**config.mk**
```make
export PLATFORM = sky130hd
export DESIGN_NAME = reset_sequencer
export DESIGN_NICKNAME = d
export VERILOG_FILES = /design/src/rtl/rstseq_pkg.sv /design/src/rtl/rstseq_sync.sv /design/src/rtl/rstseq_prio.sv /design/src/rtl/rstseq_stretch.sv /design/src/rtl/reset_sequencer.sv
export SDC_FILE = /design/constraint.sdc
export NUM_CORES = 1
export LEC_CHECK = 0
export CAP_MARGIN = 25
export CORE_MARGIN = 5
export CORE_UTILIZATION = 51
export CTS_CLUSTER_DIAMETER = 30
export DETAILED_ROUTE_END_ITERATION = 16
export MAX_ROUTING_LAYER = met4
export PLACE_DENSITY = 0.85
export SLEW_MARGIN = 0
export SYNTH_ARGS = -nofsm -noshare
export SYNTH_HDL_FRONTEND = slang
export SYNTH_HIERARCHICAL = 1
export SYNTH_SLANG_ARGS = --single-unit
export TNS_END_PERCENT = 10
```
**constraint.sdc**
```tcl
create_clock -name clk_i -period 1.5 [get_ports clk_i]
set_clock_uncertainty 0.05 [all_clocks]
set_input_delay 0.3 -clock clk_i [delete_from_list [all_inputs] [get_ports clk_i]]
set_output_delay 0.3 -clock clk_i [all_outputs]
set_load 0.005 [all_outputs]
```
**src/rtl/rstseq_pkg.sv**
```systemverilog
package rstseq_pkg;
  localparam int unsigned SRC_N = 4;
  typedef enum int unsigned {
    SRC_PWR  = 0,
    SRC_WDT  = 1,
    SRC_TRAP = 2,
    SRC_SW   = 3
  } src_idx_e;
  typedef logic [SRC_N-1:0] src_vec_t;
  localparam src_vec_t CAUSE_PWR = src_vec_t'(1) << SRC_PWR;
endpackage

```
**src/rtl/rstseq_sync.sv**
```systemverilog
module rstseq_sync #(
  parameter int unsigned W      = 4,
  parameter int unsigned STAGES = 2,
  parameter logic [W-1:0] RST_VAL = '0
) (
  input  logic         clk_i,
  input  logic         rst_ni,
  input  logic [W-1:0] d_i,
  output logic [W-1:0] q_o
);
  logic [W-1:0] stg_q [STAGES];

  always_ff @(posedge clk_i or negedge rst_ni) begin
    if (!rst_ni) begin
      for (int i = 0; i < int'(STAGES); i++) stg_q[i] <= RST_VAL;
    end else begin
      stg_q[0] <= d_i;
      for (int i = 1; i < int'(STAGES); i++) stg_q[i] <= stg_q[i-1];
    end
  end

  assign q_o = stg_q[STAGES-1];
endmodule

```
**src/rtl/rstseq_prio.sv**
```systemverilog
module rstseq_prio #(
  parameter int unsigned W = 4
) (
  input  logic [W-1:0] req_i,
  output logic [W-1:0] grant_o
);
  // lowest index wins
  always_comb begin
    grant_o = '0;
    for (int i = int'(W) - 1; i >= 0; i--) begin
      if (req_i[i]) begin
        grant_o    = '0;
        grant_o[i] = 1'b1;
      end
    end
  end
endmodule

```
**src/rtl/rstseq_stretch.sv**
```systemverilog
module rstseq_stretch #(
  parameter int unsigned STRETCH = 16,
  localparam int unsigned CNT_W  = $clog2(STRETCH + 1)
) (
  input  logic clk_i,
  input  logic rst_ni,
  input  logic hold_i,
  output logic active_o
);
  localparam logic [CNT_W-1:0] LOAD = CNT_W'(STRETCH);
  localparam logic [CNT_W-1:0] ONE  = CNT_W'(1);

  logic [CNT_W-1:0] cnt_q;
  logic             act_q;

  always_ff @(posedge clk_i or negedge rst_ni) begin
    if (!rst_ni) begin
      cnt_q <= LOAD;
      act_q <= 1'b1;
    end else if (hold_i) begin
      cnt_q <= LOAD;
      act_q <= 1'b1;
    end else if (cnt_q > ONE) begin
      cnt_q <= cnt_q - ONE;
    end else if (cnt_q == ONE) begin
      cnt_q <= '0;
      act_q <= 1'b0;
    end
  end

  assign active_o = act_q;
endmodule

```
**src/rtl/reset_sequencer.sv**
```systemverilog
module reset_sequencer
  import rstseq_pkg::*;
#(
  parameter int unsigned STRETCH_CYCLES = 16,
  parameter int unsigned SYNC_STAGES    = 2
) (
  input  logic             clk_i,
  input  logic             rst_ni,
  input  logic             pwr_good_i,
  input  logic             wdt_expire_i,
  input  logic             trap_i,
  input  logic             sw_rst_i,
  input  logic             rd_en_i,
  output logic [SRC_N-1:0] rd_data_o,
  output logic             rst_no
);
  src_vec_t req_raw, req_sync, req_grant, cause_q;
  logic     rst_act;

  always_comb begin
    req_raw           = '0;
    req_raw[SRC_PWR]  = ~pwr_good_i;
    req_raw[SRC_WDT]  = wdt_expire_i;
    req_raw[SRC_TRAP] = trap_i;
    req_raw[SRC_SW]   = sw_rst_i;
  end

  rstseq_sync #(
    .W      (SRC_N),
    .STAGES (SYNC_STAGES),
    .RST_VAL(CAUSE_PWR)
  ) u_sync (
    .clk_i (clk_i),
    .rst_ni(rst_ni),
    .d_i   (req_raw),
    .q_o   (req_sync)
  );

  rstseq_prio #(.W(SRC_N)) u_prio (
    .req_i  (req_sync),
    .grant_o(req_grant)
  );

  rstseq_stretch #(.STRETCH(STRETCH_CYCLES)) u_stretch (
    .clk_i   (clk_i),
    .rst_ni  (rst_ni),
    .hold_i  (|req_sync),
    .active_o(rst_act)
  );

  // supply failure always overwrites; other sources only open an episode
  always_ff @(posedge clk_i or negedge rst_ni) begin
    if (!rst_ni) begin
      cause_q <= CAUSE_PWR;
    end else if (req_sync[SRC_PWR]) begin
      cause_q <= CAUSE_PWR;
    end else if (!rst_act && (|req_sync)) begin
      cause_q <= req_grant;
    end
  end

  always_ff @(posedge clk_i or negedge rst_ni) begin
    if (!rst_ni) rd_data_o <= '0;
    else         rd_data_o <= rd_en_i ? cause_q : '0;
  end

  assign rst_no = ~rst_act;
endmodule

```
==> results.py <==
metrics = {
    "pwr": {
        "swShare_pct": 19.1,
        "p_int_w": 0.000917,
        "power.share.clock_pct": 39.1,
        "power_frac_seq_pct": 55.4,
        "power_density_mw_per_mm2": 1050,
        "cellLeakagePower_nw": 0.519,
        "pwr-share-comb_pct": 5.5,
        "ir_worst_vdd_v": 0.000677,
        "switching_power_w": 0.000216,
    },
    "synth": {
        "synth_nets": 81,
        "synth_seq_area_share_pct": 62.3,
        "synthTopCellsByArea": "dfrtp_1, dfstp_2, buf_4",
        "synth_seq_cells": 22,
        "synthFlopType": "dfrtp_1",
        "synth_area_um2": 893,
        "synth_warnings": 6,
        "syn_inst": 72,
        "synthDistinctLibCells": 26,
        "synth_top_area_cell": "dfrtp_1",
        "async_flop_share_pct": 100,
        "netlist.area_leader.share_pct": 47.6,
        "synth_edf_count": 0,
        "avgSynthCellArea_um2": 12.4,
    },
    "timing": {
        "tns_ns": 0,
        "slew_viol_final": 0,
        "max_freq_mhz": 685,
        "worst_pin_slew_ns": 0.259,
        "slew_headroom_pct": 82.7,
        "hold_violations": 0,
        "finalSetupViolations": 0,
        "rsz0062_at_grt": "true",
        "final.min_clock_period_ns": 1.46,
        "fin_crit_sh_pct": 97.4,
    },
    "final_layout": {
        "multi_input_area_um2": 284,
        "antenna_cells": 0,
        "nNetsFinal": 97,
        "finalNonFillerCells": 104,
        "n_fill_cell": 129,
        "syn_to_final_growth_pct": 20.7,
        "drive_above_1_share_pct": 21.8,
        "final_cell_mix": "dfrtp_1, clkdlybuf4s50_1",
        "regArea_um2": 557,
        "layout_commonest_cell": "dfrtp_1",
    },
    "setup_path": {
        "end_kind": "flop",
        "worstPathArrival_ns": 1.64,
        "cp_max_fo": 4,
        "critPathRequiredTime_ns": 1.68,
        "setup.worst_path.class": "reg -> reg",
        "critPathLaunchType": "flop",
    },
    "placement": {
        "dpl.hpwl_um": 1010,
        "io_buffers": 11,
        "gp_congestion": 0.662,
        "dp_cells": 97,
    },
    "worst_hold_path": {
        "hold_path_class": "in -> async",
    },
    "clock_tree": {
        "path_clk_slew_ns": 0.12,
        "cts_root_buf": "clkbuf_4",
        "worstSkewPairLatency_ns": 0.30,
        "h-tree-depth": 1,
        "tritoncts": "built",
        "cts_buffers": 3,
        "hold_buffers": 0,
        "clkSinkCount": 22,
        "clk_path_buf_depth": 2,
    },
    "outcome": {
        "outcome": "complete, no violations",
    },
    "floorplan": {
        "dieArea_mm2": 0.00269,
        "core_area_mm2": 0.00169,
        "die_y_um": 51.9,
        "ios": 12,
        "die_w_um": 51.9,
        "initial_utilization_pct": 52.9,
        "rows": 15,
    },
    "detailed_routing": {
        "routed_wl_um": 1410,
        "drt_iter0_markers": 5,
        "num_vias": 557,
        "firstDrtPassIters": 4,
        "ant_nets": 0,
        "remaining_drc_errors": 0,
        "viasPerCell": 5.36,
        "routedWlPerCell_um": 13.6,
    },
    "job": {
        "maxCapViolCount": 0,
    },
    "global_routing": {
        "grt_first_pass_wirelength_um": 2440,
        "grt_pass1_vias": 596,
        "overflow": 0,
        "antenna_found_initial": 0,
        "grt_use_total_pct": 12.8,
        "grt_max_degree": 23,
    },
}
flip-flops by register name, summed over array words and instances (netlist names):
signal / count
u_sync/q_o: 4
cause_q: 4
u_sync/stg_q: 4
u_stretch/cnt_q: 5
rd_data_o: 4
u_stretch/active_o: 1
cell families (layout without fill, tap and decap cells):
family                     after synthesis  count (layout)  share of synthesized area (%)
DFF                                     22              22                           62.3
buffers and inverters                    9              24                           5.88
xor gates and xnor gates                 1               1                          0.981
muxes                                    1               1                           1.12
AOI/OAI and AO/OA                       11              11                           7.42
and+or+nand+nor                         26              26                           19.5
adders and majority gates                2               2                           2.80
per-stage QoR:
stage          hold slack, ns  area (µm²)  utilization, %  total power [W]  setup WS (ns)
3_3_place_gp            0.283        1000            59.3         0.000695         0.0922
4_1_cts                 0.284        1060            62.8          0.00114        0.00326
2_1_floorplan         -0.0456         893               -         0.000668          0.127
6_report                0.276        1080            63.9          0.00113         0.0397
5_1_grt                 0.300        1080            63.9          0.00118        -0.0442
3_5_place_dp            0.292        1000            59.3         0.000700         0.0649
cells in the mapped netlist (2+ instances only):
| cell | number |
|---|---|
| ha_1 | 2 |
| and2_1 | 5 |
| o21ai_0 | 4 |
| nand3b_1 | 2 |
| a21oi_1 | 3 |
| nor3_1 | 5 |
| dfrtp_1 | 17 |
| inv_1 | 4 |
| buf_4 | 5 |
| dfstp_2 | 5 |
| nor2_1 | 4 |
| or3b_1 | 2 |
routing by layer:
metal | GRT usage, % | routed length, µm | vias up
met2 | 22.6 | 748 | 11
met3 | 1.72 | 72 | 2
met4 | 6.55 | 8 | 0
met1 | 14.1 | 581 | 277
li1 | - | - | 267
met5 | - | 0 | -
worst max-delay path: stages (launching register included):
cell and delay (ns):
dfrtp_1 0.44, inv_1 0.08, ha_1 0.19, or3b_1 0.38, o31ai_1 0.25
worst paths after layout:
kind | startpoint | depth (start not counted) | slack, ns | end
min reg2reg | u_sync/stg_q[7]$_DFF_PN0_ | 0 | 0.31 | u_sync/q_o[3]$_DFF_PN0_
max in group asynchronous | rst_ni | 2 | 0.86 | u_stretch/cnt_q[4]$_DFFE_PN1P_
max | u_stretch/cnt_q[0]$_DFFE_PN0P_ | 4 | 0.04 | u_stretch/cnt_q[4]$_DFFE_PN1P_
max reg2reg | u_stretch/cnt_q[0]$_DFFE_PN0P_ | 4 | 0.04 | u_stretch/cnt_q[4]$_DFFE_PN1P_
min in group clk_i | u_sync/stg_q[7]$_DFF_PN0_ | 0 | 0.31 | u_sync/q_o[3]$_DFF_PN0_
min | rst_ni | 2 | 0.28 | rd_data_o[0]$_DFF_PN0_
final cells by class:
| type | count | area share, % |
|---|---|---|
| clock inverters | 1 | 2.78 |
| clock buffers | 3 | 2.09 |
| inverters | 4 | 1.39 |
| repair buffers | 16 | 13.8 |
| well taps | 17 | 1.97 |
| flip-flops and latches | 22 | 51.6 |
| multi-input cells | 41 | 26.3 |
power by group through the flow:
| stage | sequential, W | clock [W] | combinational (W) |
|---|---|---|---|
| 2_1_floorplan | 0.000628 | 0 | 0.0000402 |
| 3_3_place_gp | 0.000637 | 0 | 0.0000587 |
| 3_5_place_dp | 0.000638 | 0 | 0.0000615 |
| 4_1_cts | 0.000627 | 0.000450 | 0.0000619 |
| 5_1_grt | 0.000630 | 0.000476 | 0.0000706 |
| 6_report | 0.000627 | 0.000443 | 0.0000626 |
timing repair:
action / in CTS / in global routing
setup buffers: 1 / 2
endpoints found under the setup margin: 2 / 7
cloned: 0 / 0
pin swaps: 0 / 1
gates resized for setup: 3 / 4
(Power assumes the default switching activity.)
